==> config.mk <==
export PLATFORM = sky130hd
export DESIGN_NAME = prio_irq_ctrl
export DESIGN_NICKNAME = d
export VERILOG_FILES = /design/src/rtl/irqc_pkg.sv /design/src/rtl/irqc_req_unit.sv /design/src/rtl/irqc_resolver.sv /design/src/rtl/prio_irq_ctrl.sv
export SDC_FILE = /design/constraint.sdc
export NUM_CORES = 1
export LEC_CHECK = 0
export BUFFER_PORTS_ARGS = -buffer_cell sky130_fd_sc_hd__buf_2
export CAP_MARGIN = 10
export CORE_ASPECT_RATIO = 1.1
export CORE_MARGIN = 5
export CORE_UTILIZATION = 45
export DETAILED_ROUTE_END_ITERATION = 6
export SLEW_MARGIN = 10
export SYNTH_ARGS = -nofsm -noshare
export SYNTH_HDL_FRONTEND = slang
export SYNTH_SLANG_ARGS = --single-unit
==> constraint.sdc <==
create_clock -name clk -period 6.3 [get_ports clk]
set_clock_uncertainty 0.2 [all_clocks]
set_input_delay 0.945 -clock clk [delete_from_list [all_inputs] [get_ports clk]]
set_output_delay 0.945 -clock clk [all_outputs]
set_load 0.1 [all_outputs]
==> src/rtl/irqc_pkg.sv <==
package irqc_pkg;
    localparam int N_LINES = 8;
    localparam int LINE_W  = $clog2(N_LINES);
    localparam int DATA_W  = 8;
    localparam int BASE_W  = DATA_W - LINE_W;
    localparam int RANK_W  = LINE_W + 1;

    typedef enum logic [1:0] {
        STEP_RUN  = 2'd0,
        STEP_BASE = 2'd1,
        STEP_W3   = 2'd2,
        STEP_W4   = 2'd3
    } init_step_e;

    typedef struct packed {
        logic aeoi;
        logic nested;
        logic rot_aeoi;
        logic rd_isr;
        logic poll;
    } mode_t;

    typedef enum logic [2:0] {
        OP_ROT_AEOI_OFF = 3'd0,
        OP_EOI          = 3'd1,
        OP_NOP          = 3'd2,
        OP_EOI_SPEC     = 3'd3,
        OP_ROT_AEOI_ON  = 3'd4,
        OP_EOI_ROT      = 3'd5,
        OP_SET_PRIO     = 3'd6,
        OP_EOI_SPEC_ROT = 3'd7
    } svc_op_e;

    // Rank of the best set bit in m when ranks start at line off.
    // Returns N_LINES when m is empty.
    function automatic logic [RANK_W-1:0] scan_rank(input logic [N_LINES-1:0] m,
                                                   input logic [LINE_W-1:0] off);
        logic [RANK_W-1:0] r;
        logic [LINE_W-1:0] idx;
        r = RANK_W'(N_LINES);
        for (int p = N_LINES - 1; p >= 0; p--) begin
            idx = LINE_W'(p) + off;
            if (m[idx]) r = RANK_W'(p);
        end
        return r;
    endfunction
endpackage

==> src/rtl/irqc_req_unit.sv <==
module irqc_req_unit
    import irqc_pkg::*;
(
    input  logic               clk,
    input  logic               rst,
    input  logic               flush,
    input  logic [N_LINES-1:0] irq_in,
    input  logic [N_LINES-1:0] trig_level,
    input  logic [N_LINES-1:0] clr_mask,
    output logic [N_LINES-1:0] irr
);
    logic [N_LINES-1:0] irr_q;
    logic [N_LINES-1:0] last_q;

    for (genvar i = 0; i < N_LINES; i++) begin : g_line
        always_ff @(posedge clk) begin
            if (rst || flush) begin
                irr_q[i]  <= 1'b0;
                last_q[i] <= 1'b0;
            end else begin
                last_q[i] <= irq_in[i];
                if (trig_level[i])
                    irr_q[i] <= irq_in[i] & ~clr_mask[i];
                else
                    irr_q[i] <= (irr_q[i] | (irq_in[i] & ~last_q[i])) & ~clr_mask[i];
            end
        end

        AST_EDGE_RISE_SETS: assert property (@(posedge clk) disable iff (rst)
            (!trig_level[i] && irq_in[i] && !last_q[i] && !clr_mask[i] && !flush)
            |=> irr_q[i]);

        AST_LEVEL_LOW_CLEARS: assert property (@(posedge clk) disable iff (rst)
            (trig_level[i] && !irq_in[i]) |=> !irr_q[i]);
    end

    assign irr = irr_q;
endmodule

==> src/rtl/irqc_resolver.sv <==
module irqc_resolver
    import irqc_pkg::*;
#(
    parameter bit IS_PRIMARY = 1'b1,
    parameter int CASC_LINE  = 2
) (
    input  logic [N_LINES-1:0] irr,
    input  logic [N_LINES-1:0] imr,
    input  logic [N_LINES-1:0] isr,
    input  logic [LINE_W-1:0]  rot,
    input  logic               nested,
    output logic               win_vld,
    output logic [LINE_W-1:0]  win_line,
    output logic               top_vld,
    output logic [LINE_W-1:0]  top_line
);
    logic [N_LINES-1:0] isr_cmp;
    logic [RANK_W-1:0]  req_rank;
    logic [RANK_W-1:0]  cur_rank;
    logic [RANK_W-1:0]  isr_rank;

    always_comb begin
        isr_cmp = isr;
        if (IS_PRIMARY && nested) isr_cmp[CASC_LINE] = 1'b0;
        req_rank = scan_rank(irr & ~imr, rot);
        cur_rank = scan_rank(isr_cmp, rot);
        isr_rank = scan_rank(isr, rot);
        win_vld  = (req_rank != RANK_W'(N_LINES)) && (req_rank < cur_rank);
        win_line = req_rank[LINE_W-1:0] + rot;
        top_vld  = (isr_rank != RANK_W'(N_LINES));
        top_line = isr_rank[LINE_W-1:0] + rot;
    end
endmodule

==> src/rtl/prio_irq_ctrl.sv <==
module prio_irq_ctrl
    import irqc_pkg::*;
#(
    parameter bit IS_PRIMARY = 1'b1,
    parameter int CASC_LINE  = 2
) (
    input  logic              clk,
    input  logic              rst,
    input  logic [7:0]        irq_in,
    input  logic [7:0]        trig_level,
    input  logic              bus_wr,
    input  logic              bus_rd,
    input  logic              bus_addr,
    input  logic [7:0]        bus_wdata,
    output logic [7:0]        bus_rdata,
    input  logic              inta,
    output logic [7:0]        ack_vec,
    output logic              int_out
);
    logic [N_LINES-1:0] irr;
    logic [N_LINES-1:0] isr_q;
    logic [N_LINES-1:0] imr_q;
    logic [LINE_W-1:0]  rot_q;
    logic [BASE_W-1:0]  base_q;
    init_step_e         step_q;
    logic               need4_q;
    mode_t              mode_q;
    logic [DATA_W-1:0]  rdata_q;
    logic [DATA_W-1:0]  vec_q;

    logic               win_vld, top_vld;
    logic [LINE_W-1:0]  win_line, top_line;
    logic               wr0, wr1, init_go, mode_go, rd_take, ack_take, poll_take;
    logic [N_LINES-1:0] clr_mask;
    logic [LINE_W-1:0]  arg_line;
    svc_op_e            op;

    assign wr0       = bus_wr && !bus_addr;
    assign wr1       = bus_wr && bus_addr;
    assign init_go   = wr0 && bus_wdata[4];
    assign mode_go   = wr0 && !bus_wdata[4] && bus_wdata[3];
    assign rd_take   = bus_rd && !bus_wr;
    assign poll_take = rd_take && mode_q.poll;
    assign ack_take  = inta && !bus_wr && !bus_rd;
    assign arg_line  = bus_wdata[LINE_W-1:0];
    assign op        = svc_op_e'(bus_wdata[7:5]);

    always_comb begin
        clr_mask = '0;
        if (poll_take && win_vld)
            clr_mask[win_line] = 1'b1;
        if (ack_take && win_vld && !trig_level[win_line])
            clr_mask[win_line] = 1'b1;
    end

    irqc_req_unit u_req (
        .clk        (clk),
        .rst        (rst),
        .flush      (init_go),
        .irq_in     (irq_in),
        .trig_level (trig_level),
        .clr_mask   (clr_mask),
        .irr        (irr)
    );

    irqc_resolver #(
        .IS_PRIMARY (IS_PRIMARY),
        .CASC_LINE  (CASC_LINE)
    ) u_res (
        .irr      (irr),
        .imr      (imr_q),
        .isr      (isr_q),
        .rot      (rot_q),
        .nested   (mode_q.nested),
        .win_vld  (win_vld),
        .win_line (win_line),
        .top_vld  (top_vld),
        .top_line (top_line)
    );

    // Control and service state
    always_ff @(posedge clk) begin
        if (rst) begin
            isr_q   <= '0;
            imr_q   <= '0;
            rot_q   <= '0;
            base_q  <= '0;
            step_q  <= STEP_RUN;
            need4_q <= 1'b0;
            mode_q  <= '0;
        end else if (init_go) begin
            isr_q   <= '0;
            imr_q   <= '0;
            rot_q   <= '0;
            base_q  <= '0;
            mode_q  <= '0;
            step_q  <= STEP_BASE;
            need4_q <= bus_wdata[0];
        end else if (mode_go) begin
            if (bus_wdata[2]) mode_q.poll   <= 1'b1;
            if (bus_wdata[1]) mode_q.rd_isr <= bus_wdata[0];
        end else if (wr0) begin
            case (op)
                OP_ROT_AEOI_OFF: mode_q.rot_aeoi <= 1'b0;
                OP_ROT_AEOI_ON:  mode_q.rot_aeoi <= 1'b1;
                OP_EOI: begin
                    if (top_vld) isr_q[top_line] <= 1'b0;
                end
                OP_EOI_ROT: begin
                    if (top_vld) begin
                        isr_q[top_line] <= 1'b0;
                        rot_q           <= top_line + 1'b1;
                    end
                end
                OP_EOI_SPEC: isr_q[arg_line] <= 1'b0;
                OP_SET_PRIO: rot_q <= arg_line + 1'b1;
                OP_EOI_SPEC_ROT: begin
                    isr_q[arg_line] <= 1'b0;
                    rot_q           <= arg_line + 1'b1;
                end
                default: ;
            endcase
        end else if (wr1) begin
            case (step_q)
                STEP_RUN: imr_q <= bus_wdata;
                STEP_BASE: begin
                    base_q <= bus_wdata[DATA_W-1:LINE_W];
                    step_q <= STEP_W3;
                end
                STEP_W3: step_q <= need4_q ? STEP_W4 : STEP_RUN;
                default: begin
                    mode_q.nested <= bus_wdata[4];
                    mode_q.aeoi   <= bus_wdata[1];
                    step_q        <= STEP_RUN;
                end
            endcase
        end else if (rd_take) begin
            if (mode_q.poll) begin
                mode_q.poll <= 1'b0;
                if (win_vld) isr_q[win_line] <= 1'b0;
            end
        end else if (ack_take && win_vld) begin
            if (mode_q.aeoi) begin
                if (mode_q.rot_aeoi) rot_q <= win_line + 1'b1;
            end else begin
                isr_q[win_line] <= 1'b1;
            end
        end
    end

    // Read data and vector registers
    always_ff @(posedge clk) begin
        if (rst) begin
            rdata_q <= '0;
            vec_q   <= '0;
        end else begin
            if (rd_take) begin
                if (mode_q.poll)
                    rdata_q <= win_vld ? DATA_W'(win_line) : DATA_W'(N_LINES - 1);
                else if (bus_addr)
                    rdata_q <= imr_q;
                else
                    rdata_q <= mode_q.rd_isr ? isr_q : irr;
            end
            if (ack_take)
                vec_q <= {base_q, (win_vld ? win_line : LINE_W'(N_LINES - 1))};
        end
    end

    assign bus_rdata = rdata_q;
    assign ack_vec   = vec_q;
    assign int_out   = win_vld;

    AST_INT_NEEDS_UNMASKED: assert property (@(posedge clk) disable iff (rst)
        int_out |-> ((irr & ~imr_q) != '0));

    AST_INIT_CLEARS_STATE: assert property (@(posedge clk) disable iff (rst)
        init_go |=> (isr_q == '0 && imr_q == '0 && rot_q == '0 && step_q == STEP_BASE));

    AST_ACK_MARKS_SERVICE: assert property (@(posedge clk) disable iff (rst)
        (ack_take && win_vld && !mode_q.aeoi) |=> isr_q[$past(win_line)]);

    AST_AEOI_KEEPS_ISR: assert property (@(posedge clk) disable iff (rst)
        (ack_take && mode_q.aeoi) |=> (isr_q == $past(isr_q)));

    AST_POLL_DISARMS: assert property (@(posedge clk) disable iff (rst)
        rd_take |=> !mode_q.poll);

    AST_NOP_CMD_STABLE: assert property (@(posedge clk) disable iff (rst)
        (wr0 && !bus_wdata[4] && !bus_wdata[3] && op == OP_NOP)
        |=> (isr_q == $past(isr_q) && rot_q == $past(rot_q)));
endmodule

==> metrics.txt, run 1 <==
outcome=finished clean; area grow syn2layout=12.7%; Flop pwr share=28.0%; H-tree levels=3; Post-Syn Area per Cell=8.27 sq um; R2R Setup Slk=0.78 ns; unrepaired setup endpoints after global routing=false; Slew @ Worst Pin=0.924 ns; Worst IR Drop VDD=0.371 mV; post-route antenna net violation count=0; CP peak stage delay=0.67 ns; Slowest cell on crit path=dfxtp_1; Num CTS Buffers=9; PwrDens=287 mW/mm^2; Leak=2.21 nW; NetSw=0.609 mW; switching part of the total=38.1%; Worst Path Arrival=4.73 ns; GP Congestion=0.987; Cell variety after synth=70; Worst R2R End=rot_q[2]; IO Port Bufs=46; WL final=15400 um; flops & latches, synth=64; worst-path fanout max=12; Non-Filler Instances=773; RR Startpoint=rot_q[1]; largest net degree at the start of global routing=30; Critical Path Sink Type=primary output; Worst EP required=5.15 ns; Internal Power=0.989 mW; R2R depth=20; Post-CTS Repair Setup Buffers=0; post-DR wirelength/cell=20.0 um; clk root buf=clkbuf_16; Final Net Count=665; share of cells above drive strength 1=18.8%; Synth Flop Type=dfxtp_1; cell area after placement=0.00523 sq mm; worst setup path end=int_out; syn nets=641; Area contributors post-synth=dfxtp_1 26%, mux4_2 9.1%, mux2i_1 5.9%, nor2_1 4.9%, a21oi_1 4.1%; first-pass GRT wire length=24400 um; Clock Path Buffers=2; Hold Path Cell Cnt=2; Post-synth EDFFs=0; DP Cell Count=756; DR vias=4651; vias in the first global route=4537; clock sinks=64; post-cts repair resize count=0; CTS tree=built; max_slew headroom=38.3%; Comb power frac=37.7%; CP Buf/Inv Count=2; worst hold-check path type=reg2reg; Syn Std Cell Area=0.00494 sq mm; fin area=0.00557 sq mm; Top delay family on crit path=simple AND/OR/NAND/NOR gates; DR DRC count=0; Worst path depth=13; worst setup path class=reg2out; CP startpoint=rot_q[1]; Clock Latency Late Sink=0.34 ns; core area=0.0109 sq mm; Max Slew Vio Count=0; 1st-pass router iterations=5; Ports=47; max-cap viol count=0; initial antenna violation count=0; crit-path cells=inv_1 > ha_1 > mux4_2 > and2_0 > a31oi_1 > nand2_1 > nor3_1 > nand2_1 > ha_1 > a21oi_1 > o21ai_2 > nor2_1 > buf_12; cts hold-fix bufs=0; Synth top area share=25.9%; Synth area leader=dfxtp_1; Max Clk Rate=0.170 GHz; Mapped Cells=597; Total Routing Usage GR=24.0%; Final Setup Violations=0; fin crit share=93.2%; Clk pwr share=34.3%; initial DRC count=350; final design utilization=51.3%; post-DP HPWL=11700 um; Initial Utilization=45.5%; ys async rst share=0%; Setup TNS=0 ns; Fin Hold WS=0.256 ns; full die area=0.0132 sq mm; die height=120 um; Reg clk slew, reported paths=0.06 ns; Fin. Hold Viols=0; Ys Warns=0; sequential share of the synthesized area=25.9%; Overflow after GRT=0; Final min period=5.87 ns; crit path launch type=flop; Vias/cell=6.02; Die Span X=110 um; row count=40; ant diodes=0
## cells by family (layout without fill, tap and decap cells)
logic type               after synthesis  count (layout)  synth area share [%]
adder cells (fa/ha/maj)               14              14                  3.85
flip-flops                            64              64                  25.9
AND/OR/NAND/NOR                      220             220                  22.3
buffers and inverters                 69              98                  5.90
AO/OA/AOI/OAI                        166             166                  23.0
multiplexers                          58              58                  17.1
XOR/XNOR                               6               6                  1.98
## worst reg2reg max path, stage by stage, from the launching register on
cell,delay (ns)
dfxtp_1,0.67
inv_1,0.30
ha_1,0.64
mux4_2,0.61
or2_2,0.31
a211o_1,0.28
a21oi_1,0.12
o221ai_1,0.11
and3_1,0.20
ha_1,0.18
inv_1,0.06
fa_1,0.48
nand2_1,0.09
o211ai_1,0.09
o21ai_0,0.10
ha_1,0.25
inv_1,0.09
nand2_1,0.06
mux2i_1,0.09
a2111oi_0,0.37
o21a_1,0.16
## how the worst min path moves through the flow
stage | from | end | slack, ns
6_report | ack_vec[5] | ack_vec[5] | 0.26
5_1_grt | base_q[0] | ack_vec[3] | 0.28
4_1_cts | base_q[4] | ack_vec[7] | 0.26
3_5_place_dp | ack_vec[7] | ack_vec[7] | 0.25
3_3_place_gp | base_q[0] | ack_vec[3] | 0.24
2_1_floorplan | base_q[0] | ack_vec[3] | 0.23
## synthesized netlist by cell type, drive strengths merged, types with 2 or more instances
library cell and number:
dfxtp 64, nor2 64, nand2 50, a21oi 41, o21ai 35, mux2i 29, clkbuf 28, inv 28
nand2b 27, mux4 20, nor2b 18, nor3 17, and2 12, buf 12, ha 12, nand3 11
a211oi 9, a21boi 9, mux2 9, o211ai 8, a22oi 7, a31oi 7, a211o 5, nand3b 5
o31a 5, a2111oi 4, a311oi 4, a32oi 4, nor4 4, o31ai 4, xnor2 4, a21o 3
a31o 3, o21a 3, o41ai 3, and3 2, fa 2, nand4 2, o221ai 2, o22ai 2
or3 2, or4b 2, xor2 2
## cell usage in the layout (no fill, tap or decap), drive strengths merged, types with 17 or more instances in the layout
| cell type | instances |
|---|---|
| nor2 | 64 |
| o21ai | 35 |
| inv | 29 |
| a21oi | 41 |
| nand2 | 50 |
| nor2b | 18 |
| mux4 | 20 |
| nor3 | 17 |
| buf | 53 |
| mux2i | 29 |
| dfxtp | 64 |
| nand2b | 27 |
## per-layer routing
layer | share of wire [%] | up-vias | track usage, %
met2 | 47 | 165 | 37.5
li1 | - | 2222 | -
met1 | 43 | 2224 | 31.9
met5 | 0 | - | 0
met3 | 6.4 | 40 | 5.11
met4 | 3.1 | 0 | 9.51
## layout make-up
cell class,count,area (sq um)
Sequential cell,64,1280
Tap cell,147,184
Inverter,29,109
Multi-Input combinational cell,464,3370
Timing Repair Buffer,53,298
Clock buffer,9,225
Clock inverter,7,105
Fill cell,1051,5290
## power groups by stage
stage / sequential [mW] / combinational [mW] / clock (mW)
after floorplan: 0.461 / 0.426 / 0
after global placement: 0.455 / 0.588 / 0
after detailed placement: 0.456 / 0.592 / 0
after CTS: 0.447 / 0.596 / 0.557
after global routing: 0.450 / 0.648 / 0.576
final: 0.448 / 0.602 / 0.547
## per-stage QoR
step / total power [mW] / setup slack, ns
after floorplan: 0.887 / 0.872
after global placement: 1.04 / 0.936
after detailed placement: 1.05 / 0.758
after CTS: 1.60 / 0.409
after global routing: 1.67 / 0.0160
final: 1.60 / 0.427
Note: power is estimated with default switching activity, not from simulation.
==> inputs of run 2 (changes only) <==
--- a/config.mk
+++ b/config.mk
@@ -14,4 +14,5 @@
 export SLEW_MARGIN = 10
 export SYNTH_ARGS = -nofsm -noshare
 export SYNTH_HDL_FRONTEND = slang
+export SYNTH_HIERARCHICAL = 1
 export SYNTH_SLANG_ARGS = --single-unit
==> run 2 against run 1 <==
Largest power group is now the clock network. Routed wire length decreased by 8.4%. Critical endpoint unchanged. Sequential share of layout area rose by 0.21 points. Fmax up 1.7%. Hold slack about the same. Critical path type unchanged.
==> metrics.txt, run 2 <==
vias in the first global route=4252; Synth area leader=dfxtp_1; Die Span X=110 um; Hold Path Cell Cnt=2; share of cells above drive strength 1=22.6%; ant diodes=0; core area=0.0109 sq mm; IO Port Bufs=46; initial antenna violation count=0; Post-CTS Repair Setup Buffers=0; Worst IR Drop VDD=0.172 mV; Ports=47; full die area=0.0132 sq mm; first-pass GRT wire length=22700 um; post-DP HPWL=10600 um; Worst Hold Launch=bus_rdata[0]; crit path launch type=flop; fin area=0.00552 sq mm; die height=120 um; post-DR wirelength/cell=19.2 um; Post-Syn Area per Cell=9.01 sq um; Pwr Total=1.36 mW; unrepaired setup endpoints after global routing=false; most frequent cells in the layout=64 x dfxtp_1, 47 x nand2_1, 46 x nor2_1, 46 x buf_2, 38 x mux2i_1; sequential share of the synthesized area=25.8%; worst setup margin=0.525 ns; register area=0.00128 sq mm; fin crit share=91.7%; flops & latches, synth=64; Synth top area share=25.8%; Vias/cell=5.87; area grow syn2layout=11.1%; Cell variety after synth=82; Ys Warns=6; Max Clk Rate=0.173 GHz; CTS tree=built; initial DRC count=374; Post-Place Worst Slack=0.880 ns; max-cap viol count=0; Final Setup Violations=0; Clock Latency Late Sink=0.33 ns; Final min period=5.77 ns; Synth Flop Type=dfxtp_1; largest net degree at the start of global routing=28; Leak=2.21 nW; worst setup path class=reg2out; max_slew headroom=27.0%; Worst EP required=5.15 ns; R2R Setup Slk=0.79 ns; Initial Utilization=45.7%; R2R depth=16; post-cts repair resize count=0; Area contributors post-synth=dfxtp_1 26%, mux2i_1 7.7%, mux4_2 4.5%, nand2_1 3.6%, nor2_1 3.5%; footprint of the multi-input gates=0.00340 sq mm; post-route antenna net violation count=0; Reg clk slew, reported paths=0.05 ns; H-tree levels=3; clock sinks=64; Syn Std Cell Area=0.00496 sq mm; RR Startpoint=rot_q[0]; worst-path fanout max=17; cts hold-fix bufs=0; Slew @ Worst Pin=1.09 ns; 1st-pass router iterations=5; Total Routing Usage GR=22.1%; outcome=finished clean; Fillers=1086; cell area after placement=0.00519 sq mm; Overflow after GRT=0; hold path endpoint=bus_rdata[0]; most common cell after layout, fill and taps aside=dfxtp_1; Setup TNS=0 ns; Fin. Hold Viols=0; WL final=14100 um; ys async rst share=0%; syn nets=595; worst hold-check path type=reg2reg; Mapped Cells=551; Num CTS Buffers=9; clk root buf=clkbuf_16; DR DRC count=0; Critical Path Sink Type=primary output; Worst Path Arrival=4.63 ns; Post-synth EDFFs=0; Clock Path Buffers=2; GP Congestion=0.869; leading cell type by number of instances after synthesis=dfxtp_1; top post-synthesis cells by count=64 x dfxtp_1, 47 x nand2_1, 46 x nor2_1; row count=40; Final Net Count=628; Max Slew Vio Count=0; Worst R2R End=u_req/irr[4]; DR vias=4322; PwrDens=246 mW/mm^2
==> run 2: cell count changes after synthesis, moves of 10 or more <==
cell	before	now
nor3_2	2	12
inv_1	28	12
mux4_2	20	10
o21ai_0	33	15
clkbuf_1	27	7
nor2_1	64	46
==> run 2: critical path: stages (launching register included) <==
cell and delay [ns]:
dfxtp_1 0.35, buf_4 0.27, inv_1 0.16, ha_1 0.57, mux4_2 0.43, and2_1 0.18
a2111oi_0 0.68, o21ai_0 0.21, nand3_1 0.14, ha_1 0.23, o31a_1 0.11, o21ai_2 0.44
buf_2 0.52
==> run 2: kinds of logic (layout without fill, tap and decap cells) <==
group,count (synthesis),after routing,share of synthesized area [%]
xor gates and xnor gates,10,10,1.92
and+or+nand+nor,241,241,28.7
DFF,64,64,25.8
adders and majority gates,14,14,3.83
AOI/OAI and AO/OA,117,117,16.7
buffers and inverters,43,81,5.77
muxes,62,62,17.3
==> run 2: per-layer routing <==
metal	track usage, %	vias to the layer above	wire length, um
li1	-	2089	-
met4	8.55	0	407
met3	3.07	28	670
met1	28.5	2074	6070
met2	37.0	131	6980
met5	0	-	0
==> run 2: report_power, final <==
part / internal [mW] / switching (mW) / leakage [nW] / total (mW)
clock network: 0.358 / 0.188 / 0.155 / 0.546
registers: 0.420 / 0.0158 / 0.522 / 0.436
logic: 0.132 / 0.245 / 1.53 / 0.377
total: 0.911 / 0.448 / 2.21 / 1.36
==> run 2: worst max path at each step <==
| stage | from | end | slack (ns) | depth (start not counted) |
|---|---|---|---|---|
| CTS | rot_q[0] | int_out | 0.59 | 12 |
| finish | rot_q[0] | int_out | 0.53 | 12 |
| detailed placement | rot_q[0] | u_req/irr[7] | 0.88 | 16 |
| floorplan | rot_q[1] | flop | 1.23 | 16 |
| global placement | rot_q[0] | u_req/irr[6] | 1.09 | 15 |
| global route | rot_q[0] | int_out | 0.24 | 12 |
==> run 2: per-stage QoR <==
| step | instances | util, % | hold WS [ns] |
|---|---|---|---|
| after global routing | 736 | 50.8 | 0.292 |
| after CTS | 736 | 50.8 | 0.258 |
| after floorplan | 551 | - | 0.250 |
| final | 736 | 50.8 | 0.256 |
| after detailed placement | 720 | 47.8 | 0.249 |
| after global placement | 720 | 47.8 | 0.241 |
==> run 2: area by class of cell <==
type | instances | share of cell area (%)
Multi-Input combinational cell | 444 | 61.6
Timing Repair Buffer | 52 | 4.99
Sequential cell | 64 | 23.2
Inverter | 13 | 0.884
Clock buffer | 10 | 4.33
Tap cell | 147 | 3.33
Clock inverter | 6 | 1.68
